`src/rtl/sgd_pkg.sv`:
```
package sgd_pkg;
  typedef enum logic [3:0] {
    S_IDLE, S_FRD, S_FCAP, S_CHECK, S_CRD, S_CWR, S_WBA, S_WBF
  } walk_st_t;

  localparam int unsigned FETCH_LAST = 5;   // last descriptor word fetched
  localparam logic [5:0]  OFS_STATUS = 6'd0;
  localparam logic [5:0]  OFS_CTRL   = 6'd16;
  localparam logic [5:0]  OFS_PTR    = 6'd32;
  localparam int unsigned DESC_ACT_OFS = 16;
  localparam int unsigned DESC_FLG_OFS = 20;
endpackage

```
`src/rtl/sgd_regs.sv`:
```
module sgd_regs #(
  parameter int unsigned AW   = 32,
  parameter int unsigned MAXW = 8
) (
  input  logic            clk,
  input  logic            rst,
  input  logic            reg_we,
  input  logic [5:0]      reg_addr,
  input  logic [31:0]     reg_wdata,
  output logic [31:0]     reg_rdata,
  input  logic            busy,
  input  logic            ev_desc,
  input  logic            ev_chain,
  input  logic            ptr_adv,
  input  logic [AW-1:0]   ptr_nxt,
  output logic            start,
  output logic [AW-1:0]   ptr_q,
  output logic [MAXW-1:0] max_q,
  output logic            gie_q,
  output logic            dd_q,
  output logic            cd_q,
  output logic            irq
);
  import sgd_pkg::*;

  logic run_q, ied_q, iec_q;
  logic wr_st, wr_ct, wr_pt;
  logic [31:0] rd_nx;

  assign wr_st = reg_we && (reg_addr == OFS_STATUS);
  assign wr_ct = reg_we && (reg_addr == OFS_CTRL);
  assign wr_pt = reg_we && (reg_addr == OFS_PTR);
  assign start = wr_ct && reg_wdata[0] && !busy;

  always_comb begin
    if (reg_addr == OFS_STATUS)    rd_nx = {29'd0, busy, cd_q, dd_q};
    else if (reg_addr == OFS_CTRL) rd_nx = 32'({max_q, 4'b0000, gie_q, iec_q, ied_q, run_q});
    else if (reg_addr == OFS_PTR)  rd_nx = 32'(ptr_q);
    else                           rd_nx = 32'd0;
  end

  always_ff @(posedge clk) begin
    if (rst) begin
      dd_q <= 1'b0; cd_q <= 1'b0;
      run_q <= 1'b0; ied_q <= 1'b0; iec_q <= 1'b0; gie_q <= 1'b0;
      max_q <= '0; ptr_q <= '0; irq <= 1'b0; reg_rdata <= '0;
    end else begin
      if (ev_desc)                    dd_q <= 1'b1;
      else if (wr_st && reg_wdata[0]) dd_q <= 1'b0;
      if (ev_chain)                   cd_q <= 1'b1;
      else if (wr_st && reg_wdata[1]) cd_q <= 1'b0;
      if (wr_ct) begin
        run_q <= reg_wdata[0];
        ied_q <= reg_wdata[1];
        iec_q <= reg_wdata[2];
        gie_q <= reg_wdata[3];
        max_q <= reg_wdata[8 +: MAXW];
      end
      if (ptr_adv)             ptr_q <= ptr_nxt;
      else if (wr_pt && !busy) ptr_q <= AW'(reg_wdata);
      irq       <= gie_q && ((ied_q && dd_q) || (iec_q && cd_q));
      reg_rdata <= rd_nx;
    end
  end
endmodule

```
`src/rtl/sgd_walker.sv`:
```
module sgd_walker #(
  parameter int unsigned AW   = 32,
  parameter int unsigned LENW = 16,
  parameter int unsigned MAXW = 8
) (
  input  logic            clk,
  input  logic            rst,
  input  logic            start,
  input  logic [AW-1:0]   ptr_q,
  input  logic [MAXW-1:0] max_q,
  output logic            busy,
  output logic            ev_desc,
  output logic            ev_chain,
  output logic            ptr_adv,
  output logic [AW-1:0]   ptr_nxt,
  output logic            mem_req,
  output logic            mem_we,
  output logic [AW-1:0]   mem_addr,
  output logic [31:0]     mem_wdata,
  input  logic [31:0]     mem_rdata
);
  import sgd_pkg::*;

  walk_st_t st;
  logic [AW-1:0]   cur, src, dst, nxt;
  logic [LENW-1:0] len, cnt, words;
  logic [31:0]     flg;
  logic [2:0]      idx;
  logic [MAXW-1:0] ndone;
  logic            limit_hit;

  assign words     = len >> 2;
  assign limit_hit = (max_q != '0) && ((ndone + MAXW'(1)) == max_q);
  assign busy      = (st != S_IDLE);
  assign ev_desc   = (st == S_WBF);
  assign ptr_adv   = (st == S_WBF);
  assign ptr_nxt   = nxt;
  assign ev_chain  = ((st == S_CHECK) && !flg[0]) || ((st == S_WBF) && limit_hit);

  always_comb begin
    mem_req = 1'b0; mem_we = 1'b0; mem_addr = '0; mem_wdata = '0;
    case (st)
      S_FRD: begin mem_req = 1'b1; mem_addr = cur + AW'({idx, 2'b00}); end
      S_CRD: begin mem_req = 1'b1; mem_addr = src + (AW'(cnt) << 2); end
      S_CWR: begin
        mem_req = 1'b1; mem_we = 1'b1;
        mem_addr = dst + (AW'(cnt) << 2); mem_wdata = mem_rdata;
      end
      S_WBA: begin
        mem_req = 1'b1; mem_we = 1'b1;
        mem_addr = cur + AW'(DESC_ACT_OFS); mem_wdata = 32'({cnt, 2'b00});
      end
      S_WBF: begin
        mem_req = 1'b1; mem_we = 1'b1;
        mem_addr = cur + AW'(DESC_FLG_OFS); mem_wdata = {flg[31:1], 1'b0};
      end
      default: ;
    endcase
  end

  always_ff @(posedge clk) begin
    if (rst) begin
      st <= S_IDLE; cur <= '0; src <= '0; dst <= '0; nxt <= '0;
      len <= '0; cnt <= '0; flg <= '0; idx <= '0; ndone <= '0;
    end else begin
      case (st)
        S_IDLE: if (start) begin
          cur <= ptr_q; idx <= '0; ndone <= '0; st <= S_FRD;
        end
        S_FRD: st <= S_FCAP;
        S_FCAP: begin
          case (idx)
            3'd0: src <= AW'(mem_rdata);
            3'd1: dst <= AW'(mem_rdata);
            3'd2: nxt <= AW'(mem_rdata);
            3'd3: len <= mem_rdata[LENW-1:0];
            3'd5: flg <= mem_rdata;
            default: ;
          endcase
          if (idx == 3'(FETCH_LAST)) st <= S_CHECK;
          else begin idx <= idx + 3'd1; st <= S_FRD; end
        end
        S_CHECK: begin
          cnt <= '0;
          if (!flg[0])          st <= S_IDLE;
          else if (words == '0) st <= S_WBA;
          else                  st <= S_CRD;
        end
        S_CRD: st <= S_CWR;
        S_CWR: begin
          cnt <= cnt + LENW'(1);
          st  <= ((cnt + LENW'(1)) == words) ? S_WBA : S_CRD;
        end
        S_WBA: st <= S_WBF;
        S_WBF: begin
          ndone <= ndone + MAXW'(1);
          cur   <= nxt;
          idx   <= '0;
          st    <= limit_hit ? S_IDLE : S_FRD;
        end
        default: st <= S_IDLE;
      endcase
    end
  end
endmodule

```
`src/rtl/sgd_engine.sv`:
```
module sgd_engine #(
  parameter int unsigned AW   = 32,
  parameter int unsigned LENW = 16,
  parameter int unsigned MAXW = 8
) (
  input  logic          clk,
  input  logic          rst,
  input  logic          reg_we,
  input  logic [5:0]    reg_addr,
  input  logic [31:0]   reg_wdata,
  output logic [31:0]   reg_rdata,
  output logic          mem_req,
  output logic          mem_we,
  output logic [AW-1:0] mem_addr,
  output logic [31:0]   mem_wdata,
  input  logic [31:0]   mem_rdata,
  output logic          irq
);
  logic            busy_w, ev_desc_w, ev_chain_w, ptr_adv_w, start_w;
  logic            gie_w, dd_w, cd_w;
  logic [AW-1:0]   ptr_nxt_w, ptr_w;
  logic [MAXW-1:0] max_w;

  sgd_regs #(.AW(AW), .MAXW(MAXW)) u_regs (
    .clk(clk), .rst(rst), .reg_we(reg_we), .reg_addr(reg_addr),
    .reg_wdata(reg_wdata), .reg_rdata(reg_rdata), .busy(busy_w),
    .ev_desc(ev_desc_w), .ev_chain(ev_chain_w), .ptr_adv(ptr_adv_w),
    .ptr_nxt(ptr_nxt_w), .start(start_w), .ptr_q(ptr_w), .max_q(max_w),
    .gie_q(gie_w), .dd_q(dd_w), .cd_q(cd_w), .irq(irq)
  );

  sgd_walker #(.AW(AW), .LENW(LENW), .MAXW(MAXW)) u_walk (
    .clk(clk), .rst(rst), .start(start_w), .ptr_q(ptr_w), .max_q(max_w),
    .busy(busy_w), .ev_desc(ev_desc_w), .ev_chain(ev_chain_w),
    .ptr_adv(ptr_adv_w), .ptr_nxt(ptr_nxt_w), .mem_req(mem_req),
    .mem_we(mem_we), .mem_addr(mem_addr), .mem_wdata(mem_wdata),
    .mem_rdata(mem_rdata)
  );
endmodule

```
`config.mk`:
```
export PLATFORM = sky130hd
export DESIGN_NAME = sgd_engine
export DESIGN_NICKNAME = d
export VERILOG_FILES = /design/src/rtl/sgd_pkg.sv /design/src/rtl/sgd_regs.sv /design/src/rtl/sgd_walker.sv /design/src/rtl/sgd_engine.sv
export SDC_FILE = /design/constraint.sdc
export NUM_CORES = 1
export LEC_CHECK = 0
export BUFFER_PORTS_ARGS = -buffer_cell sky130_fd_sc_hd__buf_2
export CAP_MARGIN = 40
export CORE_ASPECT_RATIO = 2
export CORE_UTILIZATION = 55
export CTS_BUF_LIST = sky130_fd_sc_hd__clkbuf_8
export DETAILED_ROUTE_END_ITERATION = 8
export HOLD_SLACK_MARGIN = 0.1
export PLACE_DENSITY = 0.75
export SLEW_MARGIN = 10
export SYNTH_ARGS = -nofsm -noshare
export SYNTH_HDL_FRONTEND = slang
export SYNTH_SLANG_ARGS = --single-unit
```
`constraint.sdc`:
```
create_clock -name clk -period 5.47 [get_ports clk]
set_clock_uncertainty 0.15 [all_clocks]
set_input_delay 1.094 -clock clk [delete_from_list [all_inputs] [get_ports clk]]
set_output_delay 1.094 -clock clk [all_outputs]
set_load 0.05 [all_outputs]
```
==> results by group, run 1 <==
Placement
  • Pre-CTS WS: between 0.5 and 0.6 ns
  • Port Buf Inserts: approximately 170
  • DP Area: 15680 µm²
  • Detail Placement HPWL: 35800 µm
  • Routability cong.: 0.9842

Finish
  • Layout cells sized above 1: 0.1428
  • Final instance area: 16680 µm²
  • Most common cell after layout, fill and taps aside: nand2_1
  • Most frequent cells in the layout: 594 x nand2_1, 282 x dfxtp_1, 228 x a21oi_1
  • Fin nets: 2197
  • P&R area growth vs syn: 14.26%

Routing
  • DRC violations left: 0
  • Post-DRT Antenna Nets: 0
  • Via Count: 14970
  • Routed wire per std cell: around 20 µm
  • Vias per inst: 6.064
  • Initial DRC Count: around 1100
  • DRT Pass-1 Iters: 7
  • Routed Wire Length: roughly 50000 µm

Worst setup path
  • R2R Setup Slk: 2.24 ns
  • Worst Setup Start Kind: flop
  • R2R cell count: 8
  • CP Max Fanout: 28
  • Reg2Reg Launch Point: u_walk.cnt[0]
  • CP Capture Type: output pin
  • Worst endpoint required time: roughly 4.2 ns
  • Worst EP arrival: slightly above 4 ns
  • CP Class: flop to output pin
  • Worst reg2reg path endpoint: u_walk.st[1]

Worst hold path
  • HP Class: flop to flop
  • Min-Delay Path Depth: 2
  • Worst Min Path Start: u_walk.flg[30]
  • Worst hold endpoint: u_walk.flg[30]

Logic synthesis
  • Number of synthesized register bits: 283
  • Main flop type after synthesis: dfxtp_1
  • Ys Warns: 0
  • Async set or reset register ratio after synthesis: 0
  • Post-synthesis sequential area ratio: 0.3882
  • Synthesized area: 14600 µm²
  • Cell count after synthesis: 1981
  • Post-synth EDFFs: 0
  • Synth cell types: approximately 70
  • Syn avg cell area: 7.368 µm²
  • Syn_nets: 2087

Clock tree
  • H-tree depth: 2
  • Worst-Skew Late Latency: 0.58 ns
  • Total CTS buffers: 43
  • Post-CTS setup buffer count: 0
  • Clk pin slew, worst setup/hold paths: 0.06 ns
  • CTS tree: built
  • Hold-fix buffers at CTS: 0
  • CTS root buffer: clkbuf_8
  • CTS max path bufs: 3
  • # clock sinks: 283

STA
  • Fin. Hold Viols: 0
  • Final WS setup: about 0.12 ns
  • RSZ-0062 raised after global routing: false
  • Final period utilization: 0.9783
  • Setup Viol. Count Final: 0
  • Final min period: 5.351 ns
  • Hold_ws: 0.3027 ns
  • Worst-Margin Slew: 0.9197 ns
  • Max-slew headroom: 0.3869
  • Sum Neg Setup Slack: 0 ns
  • Max Freq: between 150 and 200 MHz
  • Final slew viol count: 0

Floorplan
  • Starting density of the core: 0.5577
  • Num rows: 84
  • Core footprint: 26170 µm²
  • Die area: 27230 µm²
  • Die width: 117.2 µm
  • # IOs: 172
  • Die span in y: approximately 230 µm

GRT
  • Largest net degree at the start of global routing: ~140
  • Overflow after GRT: 0
  • Vias in the first global route: ~14000
  • Initial antenna violation count: 2
  • GR Util All Layers: 0.3631
  • Global-route wire length before repair: about 75000 µm

Power and ir drop
  • Max VDD drop: 0.2182 mV
  • Cell leakage power: 6.094 nW
  • Final Power: 4.171 mW
  • PD cells: 250.1 nW/µm²

Job
  • Max_cap viols: 0

Outcome
  • Status: finished clean
## synthesized netlist by cell type, drive strengths merged (19+ instances only)
master	n	area share
nor2b	22	0.0094
mux2i	37	0.025
xnor2	37	0.022
nand3	53	0.018
a21oi	229	0.079
nand2	595	0.15
nor3	23	0.0090
dfxtp	283	0.39
clkbuf	107	0.028
a22o	20	0.012
nand4	22	0.010
a22oi	19	0.0098
nor2	105	0.027
and2	32	0.014
ha	31	0.027
xor2	19	0.011
a31oi	67	0.029
buf	31	0.011
o21ai	78	0.027
## layout make-up
| class | instances | area, µm² |
|---|---|---|
| well taps | 344 | 430.4 |
| diodes | 2 | 5.005 |
| flip-flops and latches | 283 | 5667 |
| fillers | 2375 | 9493 |
| multi-input cells | 1550 | 8364 |
| inverters | 10 | 37.54 |
| clock inverters | 21 | 227.7 |
| repair buffers | 203 | 1189 |
| clock buffers | 55 | 757.0 |
## layer usage
metal | wire length (µm) | track usage | share of wire
met5 | 0 | 0 | 0
met4 | 3238 | 0.2243 | 0.066
met3 | 2863 | 0.04949 | 0.058
met2 | 25380 | 0.6463 | 0.51
met1 | 17840 | 0.3959 | 0.36
## worst max path at each step
stage                            start           end
after floorplan           u_walk.st[1]  mem_addr[17]
after CTS                 u_walk.st[1]  mem_addr[24]
final                     u_walk.st[1]  mem_addr[24]
after detailed placement  u_walk.st[1]  mem_addr[24]
after global routing      u_walk.st[1]  mem_addr[24]
after global placement    u_walk.st[1]  mem_addr[24]
## per-stage QoR
stage | util | std cells
2_1_floorplan | - | 1981
3_3_place_gp | 0.5970 | 2387
3_5_place_dp | 0.5991 | 2390
4_1_cts | 0.6368 | 2466
5_1_grt | 0.6373 | 2468
6_report | 0.6373 | 2468
## flip-flops by register name, summed over array words and instances (netlist names), 14 cells and up
register and cells:
u_walk.cur 32, u_walk.flg 32, u_walk.src 32, u_walk.len 14, u_walk.cnt 16, u_walk.dst 32, u_regs.ptr_q 32, u_regs.reg_rdata 32
u_walk.ptr_nxt 32
## critical path: stages, from the launching register on
cell and delay [ns]:
dfxtp_1 0.33, and3b_4 0.55, nand2_1 0.09, nand2_1 0.09, ha_1 0.26, a21oi_1 0.22, o21ai_0 0.16, or4_1 0.51
o21ai_2 0.34, a211oi_2 0.18, xor2_1 0.19, o221ai_1 0.28, buf_2 0.33
## cell families (layout without fill, tap and decap cells)
family / count (synthesis) / count (layout) / share of synthesized area
AOI/OAI and AO/OA: 499 / 499 / 0.2028
xor gates and xnor gates: 57 / 57 / 0.03515
adders and majority gates: 33 / 33 / 0.02932
buffers and inverters: 148 / 289 / 0.04098
DFF: 283 / 283 / 0.3882
muxes: 40 / 40 / 0.02769
other: 0 / 2 / 0
and+or+nand+nor: 921 / 921 / 0.2759
## timing repair
item,in CTS,in global routing
setup endpoints to repair,3,9
resized for setup,1,2
pin swaps,0,0
## power by group
group,internal (mW),total [mW],switching [mW]
sequential,2.06,2.06,0.00130
clock,1.14,2.00,0.853
combinational,0.0301,0.112,0.0822
total,3.23,4.17,0.937
(Power assumes the default switching activity.)
==> inputs of run 2 (changes only) <==
--- a/config.mk
+++ b/config.mk
@@ -7,13 +7,13 @@
 export LEC_CHECK = 0
 export BUFFER_PORTS_ARGS = -buffer_cell sky130_fd_sc_hd__buf_2
 export CAP_MARGIN = 40
-export CORE_ASPECT_RATIO = 2
-export CORE_UTILIZATION = 55
+export CORE_ASPECT_RATIO = 1.75
+export CORE_UTILIZATION = 40
 export CTS_BUF_LIST = sky130_fd_sc_hd__clkbuf_8
 export DETAILED_ROUTE_END_ITERATION = 8
 export HOLD_SLACK_MARGIN = 0.1
-export PLACE_DENSITY = 0.75
-export SLEW_MARGIN = 10
+export PLACE_DENSITY = 0.57
+export SLEW_MARGIN = 40
 export SYNTH_ARGS = -nofsm -noshare
 export SYNTH_HDL_FRONTEND = slang
 export SYNTH_SLANG_ARGS = --single-unit
==> results by group, run 2 (synthesis results as in run 1) <==
Outcome
  • Status: finished clean (unchanged)

Finish
  • Filler cells: 3722 (was 2375)
  • Ant diodes: 0 (was 2)
  • Final instance area: 17040 µm² (was 16680 µm²)
  • Layout cells sized above 1: 0.1531 (was 0.1428)
  • Area of the multi-input gates: 8388 µm² (was 8364 µm²)
  • P&R area growth vs syn: 16.75% (was 14.26%)
  • Register Area: 5667 µm² (unchanged)
  • Most common cell after layout, fill and taps aside: nand2_1 (unchanged)
  • Fin nets: 2206 (was 2197)
  • Most frequent cells in the layout: 593 x nand2_1, 282 x dfxtp_1, 228 x a21oi_1 (was 594 x nand2_1, 282 x dfxtp_1, 228 x a21oi_1)

Worst setup path
  • CP Max Fanout: 19 (was 28)
  • Worst reg2reg path endpoint: u_walk.st[1] (unchanged)
  • CP Class: flop to output pin (unchanged)
  • CP Capture Type: output pin (unchanged)
  • Worst endpoint required time: 4.23 ns (about the same)
  • R2R Setup Slk: 2.53 ns (was 2.24 ns)
  • Worst EP arrival: 4.07 ns (was 4.11 ns)
  • Reg2Reg Launch Point: u_walk.cnt[1] (was u_walk.cnt[0])
  • R2R cell count: 8 (unchanged)
  • Worst Setup Start Kind: flop (unchanged)

Clock tree
  • CTS max path bufs: 3 (unchanged)
  • H-tree depth: 2 (unchanged)
  • CTS tree: built (unchanged)
  • Clk pin slew, worst setup/hold paths: 0.07 ns (was 0.06 ns)
  • Worst-Skew Late Latency: 0.60 ns (was 0.58 ns)
  • Hold-fix buffers at CTS: 0 (unchanged)
  • # clock sinks: 283 (unchanged)
  • CTS root buffer: clkbuf_8 (unchanged)
  • Total CTS buffers: 47 (was 43)

STA
  • Fin. Hold Viols: 0 (unchanged)
  • RSZ-0062 raised after global routing: true (was false)
  • Final slew viol count: 0 (unchanged)
  • Worst-Margin Slew: 0.8158 ns (was 0.9197 ns)
  • Sum Neg Setup Slack: 0 ns (unchanged)
  • Max-slew headroom: 0.4561 (was 0.3869)
  • Hold_ws: 0.3041 ns (was 0.3027 ns)
  • Max Freq: 188.1 MHz (was 186.9 MHz)
  • Final period utilization: 0.9717 (was 0.9783)
  • Setup Viol. Count Final: 0 (unchanged)
  • Final min period: 5.315 ns (was 5.351 ns)

Placement
  • DP Area: 15880 µm² (was 15680 µm²)
  • Routability cong.: 0.9459 (was 0.9842)
  • Port Buf Inserts: 171 (unchanged)
  • Detail Placement HPWL: 36270 µm (was 35800 µm)

Floorplan
  • Num rows: 92 (was 84)
  • # IOs: 172 (unchanged)
  • Core footprint: 36030 µm² (was 26170 µm²)
  • Die width: 146.4 µm (was 117.2 µm)
  • Starting density of the core: 0.4051 (was 0.5577)
  • Die span in y: 254.7 µm (was 232.4 µm)
  • Die area: 37290 µm² (was 27230 µm²)

GRT
  • Vias in the first global route: 14130 (was 14110)
  • Initial antenna violation count: 0 (was 2)
  • Global-route wire length before repair: 78460 µm (was 75140 µm)
  • GR Util All Layers: 0.2666 (was 0.3631)
  • Overflow after GRT: 0 (unchanged)
  • Largest net degree at the start of global routing: 89 (was 135)

Routing
  • Vias per inst: 5.586 (was 6.064)
  • DRC violations left: 0 (unchanged)
  • Routed Wire Length: 50390 µm (was 49320 µm)
  • Post-DRT Antenna Nets: 0 (unchanged)
  • Initial DRC Count: 921 (was 1095)
  • Routed wire per std cell: 19.34 µm (was 19.98 µm)
  • DRT Pass-1 Iters: 5 (was 7)
  • Via Count: 14560 (was 14970)

Power and ir drop
  • Cell leakage power: 6.165 nW (was 6.094 nW)
  • PD cells: 256.1 nW/µm² (was 250.1 nW/µm²)
  • Max VDD drop: 0.1851 mV (was 0.2182 mV)
  • Final Power: 4.364 mW (was 4.171 mW)

Worst hold path
  • HP Class: flop to flop (unchanged)
  • Min-Delay Path Depth: 2 (unchanged)
  • Worst Min Path Start: u_walk.flg[22] (was u_walk.flg[30])
  • Worst hold endpoint: u_walk.flg[22] (was u_walk.flg[30])

Job
  • Max_cap viols: 0 (unchanged)
run 2: cell types whose count changed in the layout (fill, tap and decap cells not counted), moves of 2 or more:
cell and change:
clkbuf_8 +5, inv_1 -5, clkinv_2 +4, inv_6 +4
buf_2 -6, buf_6 +3, diode_2 -2, buf_4 +7
buf_12 +3
run 2: timing repair:
item                                    4_1_cts  5_1_grt
endpoints found under the setup margin       11       16
gates resized for setup                       3        5
pin swaps                                     0        2
buffers inserted                              0        3
run 2: layout make-up:
class	instances	share of cell area
Timing Repair Buffer	208	0.07409
Inverter	10	0.002203
Sequential cell	283	0.3325
Tap cell	470	0.03451
Clock buffer	60	0.04846
Multi-Input combinational cell	1550	0.4923
Clock inverter	25	0.01593
run 2: per-stage QoR:
step,util,worst slack (ns),cells
2_1_floorplan,-,0.04438,1981
3_3_place_gp,0.4405,0.5041,2518
3_5_place_dp,0.4408,0.4694,2518
4_1_cts,0.4715,-0.02648,2603
5_1_grt,0.4729,-0.006813,2606
6_report,0.4729,0.1546,2606
run 2: worst max-delay path, cell delays in order (launching register included):
cell,delay (ns)
dfxtp_1,0.37
buf_4,0.18
nand3b_1,0.14
buf_6,0.20
nand2_1,0.07
nand2_1,0.08
ha_1,0.31
a21oi_1,0.18
o21ai_0,0.18
or4_1,0.55
o21ai_4,0.26
a211oi_1,0.13
xor2_1,0.17
o211ai_1,0.42
buf_12,0.20
run 2: how the worst max path moves through the flow:
stage	start	endpoint	slack, ns	cells past startpoint
2_1_floorplan	u_walk.st[1]	mem_addr[17]	0.04	14
3_3_place_gp	u_walk.st[1]	mem_addr[20]	0.50	13
3_5_place_dp	u_walk.st[1]	mem_addr[20]	0.47	13
4_1_cts	u_walk.st[2]	mem_addr[30]	-0.03	14
5_1_grt	u_walk.st[2]	mem_addr[30]	-0.007	14
6_report	u_walk.st[2]	mem_addr[30]	0.15	14
run 2: metal layers:
layer / GRT usage / wire (µm) / vias up / share of wire
met3: 0.03184 / 2204 / 119 / 0.044
li1: - / - / 7080 / -
met2: 0.4928 / 25920 / 435 / 0.51
met1: 0.3051 / 20290 / 6923 / 0.40
met4: 0.1199 / 1971 / 0 / 0.039
met5: 0 / 0 / - / 0
run 2: report_power, final:
part | internal [mW] | switching (mW) | total (mW)
logic | 0.0280 | 0.0832 | 0.111
clock network | 1.24 | 0.950 | 2.19
registers | 2.06 | 0.00126 | 2.06
total | 3.33 | 1.03 | 4.36
